## config.mk

```make
export PLATFORM = sky130hd
export DESIGN_NAME = fetch_pc_incr
export DESIGN_NICKNAME = d
export VERILOG_FILES = /design/src/rtl/fetch_pc_incr.sv
export SDC_FILE = /design/constraint.sdc
export NUM_CORES = 1
export LEC_CHECK = 0
export BUFFER_PORTS_ARGS = -buffer_cell sky130_fd_sc_hd__buf_2
export CAP_MARGIN = 20
export CELL_PAD_IN_SITES_DETAIL_PLACEMENT = 1
export CELL_PAD_IN_SITES_GLOBAL_PLACEMENT = 1
export CORE_MARGIN = 2
export CORE_UTILIZATION = 27
export DETAILED_ROUTE_END_ITERATION = 7
export PLACE_DENSITY = 0.95
export SYNTH_ARGS = -nofsm -noshare
export SYNTH_HDL_FRONTEND = slang
export SYNTH_SLANG_ARGS = --single-unit
```

## constraint.sdc

```tcl
create_clock -name vclk -period 4.5
set_input_delay 0.9 -clock vclk [all_inputs]
set_output_delay 0.9 -clock vclk [all_outputs]
set_load 0.05 [all_outputs]
```

## src/rtl/fetch_pc_incr.sv

```systemverilog
module fetch_pc_incr #(
  parameter int PC_W        = 32,
  parameter int LO_W        = 3,
  parameter int REG_BYTES   = 1,
  parameter int CONST_BYTES = 4
) (
  input  logic [PC_W-1:0] pc_i,
  input  logic            has_reg_byte_i,
  input  logic            has_const_i,
  output logic [PC_W-1:0] next_pc_o
);

  localparam int HI_W = PC_W - LO_W;

  logic [HI_W-1:0] hi, hi_inc, hi_sel;
  logic [LO_W-1:0] lo, len;
  logic [LO_W:0]   lo_sum;

  // early path: depends only on the PC
  assign hi     = pc_i[PC_W-1:LO_W];
  assign hi_inc = hi + HI_W'(1);

  // late path: waits for the decode flags
  assign lo  = pc_i[LO_W-1:0];
  assign len = LO_W'(1)
             + (has_reg_byte_i ? LO_W'(REG_BYTES)   : '0)
             + (has_const_i    ? LO_W'(CONST_BYTES) : '0);

  assign lo_sum = {1'b0, lo} + {1'b0, len};

  assign hi_sel    = lo_sum[LO_W] ? hi_inc : hi;
  assign next_pc_o = {hi_sel, lo_sum[LO_W-1:0]};

endmodule

```

==> flow_summary_export.csv <==
group,metric,value,unit
run_status,status,"finished clean",
yosys,ys_types,23,
floorplanning,fp.dieH,55.7,um
global_routing,grt_pass1_wl,4210,um
floorplanning,rows,18,
critical_path,cp_cell_sequence,"buf_2 -> ha_1 -> a21oi_1 -> nand2_1 -> and3_1 -> and3_2 -> xor2_1 -> buf_2",
critical_path,slowest_stage,"and3_1",
timing,fmax,273,MHz
global_routing,grt_pass1_vias,1000,
timing,finalSetupTns,0,ns
route,dr_total_vias,960,
place,hpwl,2330,um
critical_path,worstSetupEndpointType,"output port",
critical_path,cp_common_cell,"buf_2",
power_and_ir_drop,p_per_area,145,nW/um^2
timing,period_share,81.5,%
timing,grt_setup_unrepaired,"no",
timing,slew_headroom,68.4,%
clock_network,cts_resized,0,
route,firstDrtPassIters,4,
timing,min_period,3.67,ns
global_routing,grt.met3_usage,0.930,%
global_routing,gr-total-overflow,0,
power_and_ir_drop,power_leakage,0.525,nW
final_layout,layout-drive-gt1-share,47.2,%
route,drtIter0Drc,10,
global_routing,grt_max_degree,16,
yosys,synthCells,98,
global_routing,antenna_found_initial,0,
place,placed_area,1040,sq um
floorplanning,start_util,28.8,%
floorplanning,die-width,55.7,um
route,ant_nets,0,
timing,final_max_slew_viol_count,0,
yosys,syn-num-nets,137,
global_routing,grt_usage,15.8,%
final_layout,layout_commonest_cell,"buf_2",
yosys,yosysSeqAreaShare,0,%
critical_path,cp.depth,8,
place,routabilityCongestion,0.894,
timing,worst_pin_slew,0.473,ns
global_routing,grt_busiest_layer,"met2",
critical_path,arrival,2.77,ns
route,wl_per_cell,13.6,um
final_layout,final_cell_mix,"66 x buf_2, 26 x xnor2_1, 14 x nand3_1",
clock_network,cts_setup_buffers,0,
critical_path,worstPathRequired,3.60,ns
final_layout,fillers,350,
final_layout,nNetsFinal,200,
final_layout,postLayoutCellArea,1040,sq um
power_and_ir_drop,p_total,0.152,mW
critical_path,cp_top_family,"simple AND/OR/NAND/NOR gates",
min_path,holdPathStages,3,
global_routing,met1_usage,16.3,%
floorplanning,core_area,2500,sq um
critical_path,worst-path-max-fanout,15,
final_layout,regArea,0,sq um
place,io_buffers,66,
final_layout,diodes,0,
critical_path,worstSetupStartpointType,"input pin",
final_layout,syn_to_final_growth,45.0,%
yosys,syn_avg_cell_area,7.35,sq um
final_layout,seq_cell_count,0,
critical_path,path_buf_inv,2,
floorplanning,boundaryPins,66,
run,max_cap_violations,0,
route,viasPerCell,5.08,
clock_network,cts_hold_buf,0,
global_routing,met2_usage,33.2,%
timing,setup_viol,0,
route,drc,0,
critical_path,critPathKind,"input pin to output port",
critical_path,crit_path_max_incr_delay,0.49,ns
timing,hold_violations,0,
final_layout,nClkBuffers,0,
min_path,holdCritPathClass,"input pin to output port",
final_layout,postLayoutCoreUtil,41.8,%
final_layout,multiInputGateArea,662,sq um
yosys,yosysWarnings,0,
yosys,syn_area,721,sq um
route,wl,2570,um
power_and_ir_drop,vdd_ir_drop_max,0.0000949,V
floorplanning,die_area,3100,sq um
==> logic make-up after synthesis <==
group | share of synthesized area [%]
compound gates | 0.694
xor+xnor | 35.2
fa+ha+maj | 9.72
buf+inv | 8.16
mux | 1.56
simple gates | 44.6
==> layer usage <==
metal,vias to the layer above,share of wire [%]
li1,466,-
met1,450,37
met2,38,56
met3,6,4.3
met4,0,3.1
met5,-,0
==> cell type report <==
class	instances	area share, %
multi-input combinational	89	63.4
timing repair buffer	66	31.6
inverter	4	1.44
tap	30	3.59
==> power by group <==
part           switching (mW)  total (mW)  internal, mW
registers                   0           0             0
logic                   0.110       0.152        0.0421
clock network               0           0             0
==> per-stage QoR <==
| step | setup WS, ns | std cells | hold WS, ns |
|---|---|---|---|
| floorplan | 0.855 | 98 | 2.07 |
| global placement | 0.893 | 189 | 2.15 |
| detailed placement | 0.808 | 189 | 2.16 |
| CTS | 0.803 | 189 | 2.16 |
| global route | 0.667 | 189 | 2.17 |
| finish | 0.834 | 189 | 2.15 |
==> path summary, 6_finish.rpt <==
check | startpoint | endpoint
worst max-delay path | pc_i[2] | next_pc_o[17]
worst min-delay path | pc_i[29] | next_pc_o[29]
==> synth_stat cells <==
cell type,instances,area (sq um)
nor2_4,1,11.3
buf_2,1,5.00
buf_12,1,20.0
a21oi_1,1,5.00
and3_2,2,15.0
mux2_2,1,11.3
and2_1,3,18.8
ha_1,4,50.1
nand3_1,14,70.1
xor2_1,3,26.3
nand2_1,7,26.3
xnor2_1,26,228
and4_4,1,11.3
inv_1,4,15.0
fa_1,1,20.0
nand4_2,1,12.5
nand4_1,10,62.6
and3_1,10,62.6
clkbuf_1,2,7.51
and2_2,2,15.0
buf_6,1,11.3
nor3_1,1,5.00
and3_4,1,11.3
==> worst min-delay path, delay by kind of cell <==
kind / cells / cell delay [ns]
buffers and inverters: 2 / 0.29
xor gates and xnor gates: 1 / 0.06
(Power assumes the default switching activity.)
